[src/rtl/usb_crc16_pkg.sv]
package usb_crc16_pkg;

    localparam int          BYTE_W        = 8;
    localparam int          CRC_W         = 2 * BYTE_W;
    localparam logic [15:0] CRC_POLY_REFL = 16'hA001;
    localparam logic [15:0] CRC_RESIDUE   = 16'hB001;
    localparam logic [15:0] CRC_PRELOAD   = 16'hFE54;

    typedef struct packed {
        logic [BYTE_W-1:0] hi;
        logic [BYTE_W-1:0] lo;
    } crc_pair_t;

    // One table entry: the index pushed through eight reflected shifts.
    function automatic logic [CRC_W-1:0] lut_entry(input logic [BYTE_W-1:0] idx,
                                                   input logic [CRC_W-1:0]  poly);
        logic [CRC_W-1:0] r;
        r = {{BYTE_W{1'b0}}, idx};
        for (int k = 0; k < BYTE_W; k++) begin
            r = r[0] ? ((r >> 1) ^ poly) : (r >> 1);
        end
        return r;
    endfunction

endpackage

[src/rtl/usb_crc16_state_reg.sv]
module usb_crc16_state_reg
    import usb_crc16_pkg::*;
#(
    parameter logic [CRC_W-1:0] PRELOAD = CRC_PRELOAD
) (
    input  logic      clk,
    input  logic      rst,
    input  crc_pair_t pair_d,
    input  logic      active_d,
    input  logic      done_d,
    input  logic      ok_d,
    output crc_pair_t pair_q,
    output logic      active_q,
    output logic      done_q,
    output logic      ok_q
);
    always_ff @(posedge clk) begin
        if (rst) begin
            pair_q   <= crc_pair_t'(PRELOAD);
            active_q <= 1'b0;
            done_q   <= 1'b0;
            ok_q     <= 1'b0;
        end else begin
            pair_q   <= pair_d;
            active_q <= active_d;
            done_q   <= done_d;
            ok_q     <= ok_d;
        end
    end
endmodule

[config.mk]
export PLATFORM = sky130hd
export DESIGN_NAME = usb_crc16_state_reg
export DESIGN_NICKNAME = d
export VERILOG_FILES = /design/src/rtl/usb_crc16_pkg.sv /design/src/rtl/usb_crc16_state_reg.sv
export SDC_FILE = /design/constraint.sdc
export NUM_CORES = 1
export LEC_CHECK = 0
export ABC_AREA = 1
export BUFFER_PORTS_ARGS = -buffer_cell sky130_fd_sc_hd__buf_2
export CORE_MARGIN = 2
export CORE_UTILIZATION = 37
export CTS_CLUSTER_SIZE = 40
export DETAILED_ROUTE_END_ITERATION = 8
export PLACE_DENSITY = 0.75
export SKIP_LAST_GASP = 1
export SYNTH_ARGS = -nofsm -noshare
export SYNTH_HDL_FRONTEND = slang
export SYNTH_SLANG_ARGS = --single-unit
[constraint.sdc]
create_clock -name clk -period 0.8 [get_ports clk]
set_clock_uncertainty 0.1 [all_clocks]
set_input_delay 0.08 -clock clk [delete_from_list [all_inputs] [get_ports clk]]
set_output_delay 0.08 -clock clk [all_outputs]
set_load 0.05 [all_outputs]
==> flow_results.org, run 1 <==
** Detailed routing
- Avg WL per Cell :: 13.90 microns
- Dividing the detail-routed via count by the number of cells gives 4.252.
- The detail route stage leaves a number of antenna-violating nets equal to 0.
- The final layout contains routed wiring with a total length of 1877 microns.
- Router iterations before antenna repair :: 4
- DR iter-0 viols :: 8
- For this run, design rule violations remaining after detail routing come to 0.
- Total via count in the routed design :: 574

** STA
- Clock period minus final worst setup slack :: 0.9874 ns
- Based on the critical path, the design can be clocked at up to 1013 MHz.
- After layout, the worst setup slack is -0.1874 ns.
- Final-report hold violation count :: 0
- Worst-Margin Slew :: 0.2569 ns
- The number of pins with negative max-slew slack in the final report was 0.
- In the final timing run, aggregate negative setup slack is -3.263 ns.
- Measured against its own limit, the worst slew margin works out to 0.8287.
- Crit share post-route :: 1.234
- Setup repair after global routing could not meet its margin everywhere.
- Setup violations remaining at the end of the flow were counted as 19.

** Synth
- Among all flip-flop cells after synthesis, the most frequent one is dfxtp_1.
- After synthesis the netlist holds a flip-flop and latch count of 19.
- Of the post-synthesis cell area, the dominant cell type holds 0.6847.
- Proportion of synthesized chip area in sequential cells :: 0.6847
- Number of enable-type register cells in the synthesized netlist :: 0
- Synthesis produced a netlist whose cell count is 59.
- Number of warnings reported in the yosys synthesis log :: 0
- Post-Syn Nets :: 80
- The synthesized netlist contains 7 unique library cells.
- Cell type with the largest total area after synthesis :: dfxtp_1
- By area the synthesized netlist is led by dfxtp_1 (68%), inv_1 (13%), nor2_1 (6.1%).
- Counting flops with an async set or reset pin after synthesis yields a share of 0.
- Mean instance size in the synthesized netlist :: 9.416 sq um
- Synth cell count leaders :: dfxtp_1 (19), inv_1 (19), nor2_1 (9)
- Synthesized cell area :: 555.5 sq um

** Setup path
- In this design, the stage delay of the slowest critical-path cell is 0.36 ns.
- Cell chain of the critical path :: buf_8
- The critical path in this run is classified as flip-flop to output port.
- Highest-delay cell along the critical path :: dfxtp_2
- Along the worst path, the maximum fanout reaches 1.
- Launching element type of the critical path :: flip-flop
- Critical path's top delay family :: flip-flops
- Type of destination of the critical path :: output port
- Buffering stage count on the worst path with inverters included :: 1
- CP required :: 0.62 ns
- Data on the critical path arrives at its endpoint at 0.81 ns.

** Floorplan
- The die is 42.75 microns wide.
- The floorplan step set the die height to 42.75 microns.
- The region available for standard cell placement spans 1350 sq um.
- Number of ports placed on the die boundary :: 40
- The floorplan step defined a die boundary enclosing 1828 sq um.
- The initial utilization of the core area, before any placement, comes to 0.4115.
- Cell row count :: 13

** Final layout
- Of the cells placed in the final design, the portion with a size suffix greater than 1 is 0.5500.
- From synthesis to final layout, the design area changed by 109.2%.
- Registers take 404.1 sq um.
- Antenna cells :: 0
- Final nets :: 142
- Fill cells in the final layout number 66.
- Footprint of the multi-input gates :: 81.33 sq um

** Pwr
- LEAKAGE :: 0.6110 nW
- Final Total Pwr :: 0.002047 W
- Dividing total power by cell area gives a power density of 1761 nW/um^2.
- IR analysis of the VDD net gives a maximum drop of 2.177 mV.

** Clock network
- CTS tree :: built
- The clock passes through at most 2 buffers.
- Root buf cell :: clkbuf_4
- Buffers inserted during clock tree synthesis total 3.
- Clock-pin slew was measured on the worst setup and hold paths at 0.11 ns.
- Depth of the CTS H-tree :: 1
- Setup Buffers After CTS :: 0
- Sinks on the clock net :: 19

** Outcome
- The checks that failed: setup timing.
- Outcome :: finished with violations

** GRT
- Number of antenna violations at the first check in global routing :: 0
- Global Route met2 Usage :: 0.3758
- Summed over all layers, the global routing overflow is 0.
- In the global route stage, met3 resource usage came out at 0.02979.
- For this run, global-route usage on met1 was measured as 0.1942.
- Maximum number of pins on one net before global-route repair :: 11
- First-pass GRT wire length :: 2566 microns
- Across every metal layer, demand over resource in global routing totals 0.1937.
- The number of global-route vias before repair came to 579.
- The global routing stage identified its most utilized layer as met2.

** Placed design
- HPWL after DPL :: 775.3 microns
- At the placement stage, the worst setup path has a slack of 0.06191 ns.
- Number of input and output port buffers inserted :: 39
- At the end of routability-driven placement, the weighted congestion stood at 0.5690.

** Worst hold path
- The path class of the tightest hold or removal check is primary input to flip-flop.

** Job
- Max-Cap Viols :: 0
## worst paths after layout
kind / slack (ns) / from / end / depth (start not counted)
setup / recovery: -0.19 / pair_q[10] / pair_q[10] / 1
hold / removal: 0.01 / rst / pair_q[3] / 2
## stage by stage
step / hold slack [ns] / area [sq um] / utilization / instances
2_1_floorplan: 0.07047 / 555.5 / - / 59
5_1_grt: 0.02597 / 1162 / 0.8610 / 135
6_report: 0.01193 / 1162 / 0.8610 / 135
3_5_place_dp: 0.1605 / 758.2 / 0.5616 / 112
4_1_cts: 0.01938 / 1140 / 0.8443 / 135
3_3_place_gp: 0.1550 / 758.2 / 0.5616 / 112
## power breakdown
part	leakage, nW	switching [W]	internal [W]
combinational	0.438	0.000277	0.000234
sequential	0.158	0.0000322	0.00101
clock	0.0150	0.000302	0.000194
total	0.611	0.000612	0.00144
## cells in the final DEF, fill, tap and decap left out, drive strengths merged
cell type	instances
dfxtp	19
dlygate4sd3	19
nor2	9
clkbuf	4
buf	39
nand2	10
inv	20
## flip-flops by register name, summed over array words and instances, names as in the netlist
signal,cells
pair_q,16
done_q,1
active_q,1
ok_q,1
## layout make-up
cell class | count | share of cell area
tap | 15 | 0.01615
sequential | 19 | 0.3477
timing repair buffer | 58 | 0.4726
multi-input combinational | 19 | 0.06997
clock buffer | 4 | 0.02261
inverter | 20 | 0.07104
## kinds of logic (layout without fill, tap and decap cells)
kind of cell | Yosys count | in the layout | synth area share
buffers and inverters | 21 | 82 | 0.1689
DFF | 19 | 19 | 0.6847
and+or+nand+nor | 19 | 19 | 0.1464
## metal layers
| layer | part of all wire | vias up | routed length (microns) |
|---|---|---|---|
| li1 | - | 279 | - |
| met1 | 0.37 | 257 | 701 |
| met2 | 0.54 | 31 | 1016 |
| met3 | 0.059 | 7 | 110 |
| met4 | 0.026 | 0 | 48 |
| met5 | 0 | - | 0 |
## timing repair
action,in CTS,in global routing
hold buffers,19,0
setup endpoints to repair,19,19
gates resized for setup,63,6
hold endpoints to repair,19,0
No activity file was read; power rests on OpenSTA's default activity.
==> run 2: changes to the inputs <==
--- a/config.mk
+++ b/config.mk
@@ -11,6 +11,7 @@
 export CORE_UTILIZATION = 37
 export CTS_CLUSTER_SIZE = 40
 export DETAILED_ROUTE_END_ITERATION = 8
+export MAX_ROUTING_LAYER = met4
 export PLACE_DENSITY = 0.75
 export SKIP_LAST_GASP = 1
 export SYNTH_ARGS = -nofsm -noshare
==> flow_results.org, run 2 (synthesized netlist as in run 1, its figures left out) <==
** STA
- The number of pins with negative max-slew slack in the final report was 0 (unchanged).
- Rel. slew slack :: 0.8287 (about the same)
- Worst Setup Slack, final :: -0.1890 ns (was -0.1874 ns)
- Crit share post-route :: 1.236 (was 1.234)
- Setup TNS after final layout :: -3.306 ns (was -3.263 ns)
- The transition at the pin with the smallest max-transition slack came to 0.2570 ns (was 0.2569 ns).
- RSZ-0062 raised after global routing: yes (unchanged).
- Peak Freq :: 1011 MHz (was 1013 MHz)
- Setup-failing EPs final :: 19 (unchanged)
- Clock period minus final worst setup slack :: 0.9890 ns (was 0.9874 ns)
- Final-report hold violation count :: 0 (unchanged)
- The worst hold-check slack is 0.01049 ns (was 0.01193 ns).

** Final layout
- The total of fill cells in the finished design was 66 (unchanged).
- The number of flip-flops in the largest register was 16 (unchanged).
- The largest register by flop count is pair_q (unchanged).
- Commonest cells after routing, fill and taps aside: buf_2 (20), inv_1 (19), dfxtp_2 (19), dlygate4sd3_1 (19), buf_8 (12) (unchanged).
- The total area of multi-input combinational cells is 81.33 sq um (unchanged).
- Fraction of final layout cells with drive strength greater than 1 :: 0.5500 (unchanged)
- The sequential cell area in the final layout came to 404.1 sq um (unchanged).
- The count of antenna diodes in the layout was 0 (unchanged).
- Summed area of non-filler cells in the final layout :: 1162 sq um (unchanged)
- The most common cell after layout, fill and taps aside was buf_2 (unchanged).
- The number of nets at the end of the flow is 142 (unchanged).
- Syn-to-layout area delta :: 109.2% (unchanged)

** Detailed routing
- Met2 layer wire length in the routed design :: 999 microns (was 1016 microns)
- The total iterations of the first detailed-routing run came to 4 (unchanged).
- DR iter-0 viols :: 5 (was 8)
- The highest metal layer used by the detailed router was met4 (unchanged).
- Detail Route met3 WL :: 105 microns (was 110 microns)
- The total via count in the routed design came to 578 (was 574).
- Drc violations :: 0 (unchanged)
- The total routed wirelength was 1886 microns (was 1877 microns).
- Length of routed wiring on met1 :: 712 microns (was 701 microns)
- Avg WL per Cell :: 13.97 microns (was 13.90 microns)
- Post-detailed-route via-to-cell ratio :: 4.281 (was 4.252)
- Post-DRT Antenna Nets :: 0 (unchanged)

** GRT
- Maximum number of pins on one net before global-route repair :: 11 (unchanged)
- The overall fraction of global-route tracks in use was 0.1989 (was 0.1937).
- The initial antenna violation count is 0 (unchanged).
- The global-route wire length before repair is 2559 microns (was 2566 microns).
- Via count of the first global-routing pass :: 580 (was 579)
- GRT overflow :: 0 (unchanged)

** Clock network
- The clock root buffer master is clkbuf_4 (unchanged).
- Setup Buffers After CTS :: 0 (unchanged)
- CTS tree :: built (unchanged)
- Sinks on the clock net :: 19 (unchanged)
- Clock transition at the registers of the reported paths :: 0.11 ns (about the same)
- The maximum clock insertion buffer count was 2 (unchanged).
- Number of buffers created by CTS :: 3 (unchanged)
- Depth of the CTS H-tree :: 1 (unchanged)

** Setup path
- The buffering stage count on the worst path with inverters included is 1 (unchanged).
- Highest fanout seen on the critical path :: 1 (unchanged)
- Type of the worst setup path :: flip-flop to output port (unchanged)
- The critical path data arrival time was 0.81 ns (about the same).
- The required time of the critical path came to 0.62 ns (about the same).
- The startpoint type of the worst setup path is a flip-flop (unchanged).
- Cell chain of the critical path: buf_8 (unchanged).
- The largest incremental delay on the critical path came to 0.36 ns (about the same).
- Highest-delay cell along the critical path :: dfxtp_2 (unchanged)
- The capturing element type of the critical path is an output port (unchanged).
- Critical path's top delay family :: flip-flops (unchanged)

** Pwr
- The static leakage is 0.6110 nW (unchanged).
- The overall power of the completed layout came to 0.002050 W (was 0.002047 W).
- The total power divided by cell area was 1764 nW/um^2 (was 1761 nW/um^2).
- The peak ir drop on the vdd network came to 2.180 mV (was 2.177 mV).

** Floorplan
- The die area was 1828 sq um (unchanged).
- Number of ports placed on the die boundary :: 40 (unchanged)
- Cell row count :: 13 (unchanged)
- X dimension of the die :: 42.75 microns (unchanged)
- The starting density of the core is 0.4115 (unchanged).
- The placeable core area came to 1350 sq um (unchanged).
- The vertical extent of the die came to 42.75 microns (unchanged).

** Placed design
- The count of input and output buffers came to 39 (unchanged).
- The standard cell area after detailed placement is 758.2 sq um (unchanged).
- HPWL after DPL :: 775.3 microns (unchanged)
- RePlAce Congestion :: 0.5717 (was 0.5690)

** Outcome
- Violated checks: setup timing (unchanged).
- Outcome: finished with violations (unchanged).

** Worst hold path
- The path category of the worst min-delay check is primary input to flip-flop (unchanged).
- The number of cells on the worst hold path was 2 (unchanged).
- The beginning of the worst hold path is rst (unchanged).
- Endpoint of the worst hold-timing path :: pair_q[3] (unchanged)

** Job
- The reported max-cap violation count was 0 (unchanged).
## run 2: cell counts in the layout (fill, tap and decap cells not counted)
Identical to the previous run, type by type.
## run 2: cell type report
cell class | count | share of cell area
clock buffers | 4 | 0.02261
inverters | 20 | 0.07104
multi-input cells | 19 | 0.06997
flip-flops and latches | 19 | 0.3477
well taps | 15 | 0.01615
repair buffers | 58 | 0.4726
## run 2: report_power, final
group          total [W]  internal, W  leakage [nW]  switching (W)
clock           0.000499     0.000195        0.0150       0.000304
sequential       0.00104      0.00101         0.158      0.0000327
combinational   0.000511     0.000234         0.438       0.000277
## run 2: timing repair
action,CTS,global route
setup endpoints to repair,19,19
hold endpoints to repair,19,0
hold buffers,19,0
gates resized for setup,63,6
pin swaps,0,0
## run 2: routing by layer
metal  global-route usage  vias to the layer above
met5                    -                        -
met4              0.09375                        0
met3              0.02979                        9
met2               0.3758                       37
met1               0.1942                      253
li1                     -                      279
## run 2: worst max-delay path by stage
stage,from,to,depth (start not counted)
2_1_floorplan,active_q,active_q,0
4_1_cts,pair_q[6],pair_q[6],1
3_3_place_gp,pair_q[4],pair_q[4],1
6_report,pair_q[10],pair_q[10],1
3_5_place_dp,pair_q[9],pair_q[9],1
5_1_grt,pair_q[10],pair_q[10],1
## run 2: per-stage QoR
stage                       util  setup WS [ns]  cells
after detailed placement  0.5616        0.06191    112
final                     0.8610        -0.1890    135
after global placement    0.5616        0.07829    112
after floorplan                -        0.03267     59
after CTS                 0.8443        -0.1678    135
after global routing      0.8610        -0.2209    135
==> run 3: changes to the inputs <==
--- a/config.mk
+++ b/config.mk
@@ -8,11 +8,11 @@
 export ABC_AREA = 1
 export BUFFER_PORTS_ARGS = -buffer_cell sky130_fd_sc_hd__buf_2
 export CORE_MARGIN = 2
-export CORE_UTILIZATION = 37
+export CORE_UTILIZATION = 40
 export CTS_CLUSTER_SIZE = 40
 export DETAILED_ROUTE_END_ITERATION = 8
 export MAX_ROUTING_LAYER = met4
-export PLACE_DENSITY = 0.75
+export PLACE_DENSITY = 0.8
 export SKIP_LAST_GASP = 1
 export SYNTH_ARGS = -nofsm -noshare
 export SYNTH_HDL_FRONTEND = slang
==> constraint.sdc (replaced) <==
create_clock -name clk -period 1.2 [get_ports clk]
set_clock_uncertainty 0.1 [all_clocks]
set_input_delay 0.12 -clock clk [delete_from_list [all_inputs] [get_ports clk]]
set_output_delay 0.12 -clock clk [all_outputs]
set_load 0.05 [all_outputs]
==> flow_results.org, run 3 (synthesized netlist as in run 1, its figures left out) <==
** GRT
- The initial antenna violation count is 0 (unchanged).
- The number of global-route vias before repair came to 470 (was 580).
- The pin count of the biggest net entering global routing is 11 (unchanged).
- The most heavily used metal layer in global routing is met2 (unchanged).
- The overall fraction of global-route tracks in use came to 0.1742 (was 0.1989).
- GRT overflow :: 0 (unchanged)
- First-pass GRT wire length :: 1759 microns (was 2559 microns)
- Global Route met2 Usage :: 0.3242 (was 0.3758)
- The met1 track utilization from global routing is 0.1551 (was 0.1942).
- The met3 usage in global routing came to 0.03261 (was 0.02979).

** STA
- Final-report hold violation count :: 0 (unchanged)
- RSZ-0062 raised after global routing: no (was yes).
- The number of pins with negative max-slew slack in the final report came to 0 (unchanged).
- For the finished layout, the period the worst path requires is 1.081 ns.
- The aggregate negative setup slack came to 0 ns (was -3.306 ns).
- Peak Freq :: 924.9 MHz
- The final number of setup-violating endpoints was 0 (was 19).
- Worst-Margin Slew :: 0.2560 ns (was 0.2570 ns)
- The worst slew margin relative to its limit was 0.8305 (was 0.8287).
- Crit share post-route :: 0.9010

** Placed design
- HPWL after DPL :: 834.9 microns (was 775.3 microns)
- The count of input and output buffers is 39 (unchanged).
- RePlAce Congestion :: 0.6299 (was 0.5717)

** Final layout
- Register name with the most flops :: pair_q (unchanged)
- The most common cell after layout, fill and taps aside was buf_2 (unchanged).
- The number of nets at the end of the flow is 142 (unchanged).
- The synthesis-to-finish area growth came to 75.45% (was 109.2%).
- Antenna cells :: 0 (unchanged)
- Utilization after layout :: 0.7490 (was 0.8610)
- The fraction of layout cells with a size suffix above 1 is 0.3917 (was 0.5500).
- Commonest cells after routing, fill and taps aside: buf_2 (39), inv_1 (19), dfxtp_1 (19), dlygate4sd3_1 (19), nor2_1 (9) (was buf_2 (20), inv_1 (19), dfxtp_2 (19), dlygate4sd3_1 (19), buf_8 (12)).
- The number of flip-flops in the largest register is 16 (unchanged).

** Floorplan
- Number of ports placed on the die boundary :: 40 (unchanged)
- Core footprint :: 1301 sq um (was 1350 sq um)
- DIE AREA :: 1703 sq um (was 1828 sq um)
- X dimension of the die :: 41.27 microns (was 42.75 microns)
- The vertical extent of the die came to 41.27 microns (was 42.75 microns).
- The starting density of the core came to 0.4269 (was 0.4115).
- Cell row count :: 13 (unchanged)

** Setup path
- Type of the worst setup path :: flip-flop to output port (unchanged)
- The critical path data arrival time is 0.86 ns (was 0.81 ns).
- The start point of the critical path is pair_q[11] (was pair_q[10]).
- The maximum fanout along the worst path is 1 (unchanged).
- Critical path's top delay family :: flip-flops (unchanged)
- CP required :: 0.98 ns (was 0.62 ns)
- Cell chain of the critical path: buf_2 (was buf_8).
- The largest incremental delay on the critical path came to 0.32 ns (was 0.36 ns).
- The critical-path cell with the highest stage delay is dfxtp_1 (was dfxtp_2).
- Type of destination of the critical path :: output port (unchanged)
- The buffering stage count on the worst path with inverters included came to 1 (unchanged).
- Launching element type of the critical path :: flip-flop (unchanged)

** Clock network
- Number of buffers created by CTS :: 3 (unchanged)
- Depth of the CTS H-tree :: 1 (unchanged)
- The clock root buffer master is clkbuf_4 (unchanged).
- Sinks on the clock net :: 19 (unchanged)
- Clock transition at the registers of the reported paths :: 0.10 ns (was 0.11 ns)
- CTS tree :: built (unchanged)
- Worst-case clock buffer depth :: 2 (unchanged)
- The number of buffers inserted by post-CTS setup repair was 0 (unchanged).
- PostCTS Resize Cnt :: 0 (was 63)

** Detailed routing
- Router iterations before antenna repair :: 2 (was 4)
- The post-detailed-route DRC marker count was 0 (unchanged).
- The via-per-instance ratio was 3.896 (was 4.281).
- DR iter-0 viols :: 2 (was 5)
- Wire length reported by the detailed router :: 1264 microns (was 1886 microns)
- Total via count in the routed design :: 526 (was 578)
- Avg WL per Cell :: 9.363 microns (was 13.97 microns)
- Post-DRT Antenna Nets :: 0 (unchanged)

** Outcome
- Outcome :: completed (was finished with violations)

** Pwr
- LEAKAGE :: 0.5531 nW (was 0.6110 nW)
- The overall power of the completed layout came to 0.001247 W (was 0.002050 W).
- VDD IR-drop max :: 0.6658 mV (was 2.180 mV)
- Areal power density over the cells :: 1280 nW/um^2 (was 1764 nW/um^2)

** Worst hold path
- Source of the worst hold timing path :: rst (unchanged)
- The path category of the worst min-delay check is primary input to flip-flop (unchanged).

** Job
- Max-Cap Viols :: 0 (unchanged)
run 3: cell count changes in the layout (fill, tap and decap cells not counted):
cell | previous run | this run
buf_2 | 20 | 39
dfxtp_1 | 0 | 19
dfxtp_2 | 19 | 0
buf_8 | 12 | 0
buf_6 | 7 | 0
run 3: cell type report:
type / instances / area [sq um]
inverter: 20 / 82.58
sequential: 19 / 380.4
clock buffer: 4 / 26.28
timing repair buffer: 58 / 385.4
tap: 15 / 18.77
multi-input combinational: 19 / 81.33
fill: 105 / 326.6
run 3: metrics by stage:
stage	worst slack (ns)	hold slack, ns	instance area, sq um	std cells
final	0.1188	0.06267	974.7	135
after global routing	0.05610	0.05255	974.7	135
after CTS	0.09297	0.05430	974.7	135
after detailed placement	0.4212	0.2004	758.2	112
after global placement	0.4440	0.1975	758.2	112
after floorplan	0.3927	0.1105	555.5	59
run 3: what timing repair did:
action                     4_1_cts  5_1_grt
setup endpoints to repair        0        0
hold buffers                    19        0
hold endpoints to repair        19        0
run 3: per-layer routing:
metal,vias to the layer above,share of wire
li1,278,-
met4,0,0.011
met5,-,0
met1,224,0.33
met3,2,0.066
met2,22,0.59
run 3: path summary, 6_finish.rpt:
path / to / slack [ns] / cells past startpoint
hold / removal: pair_q[3] / 0.06 / 2
setup / recovery: pair_q[11] / 0.12 / 1
run 3: report_power, final:
part,internal (W),switching [W],total (W)
clock network,0.000129,0.000173,0.000302
logic,0.0000991,0.000175,0.000275
registers,0.000664,0.00000717,0.000671
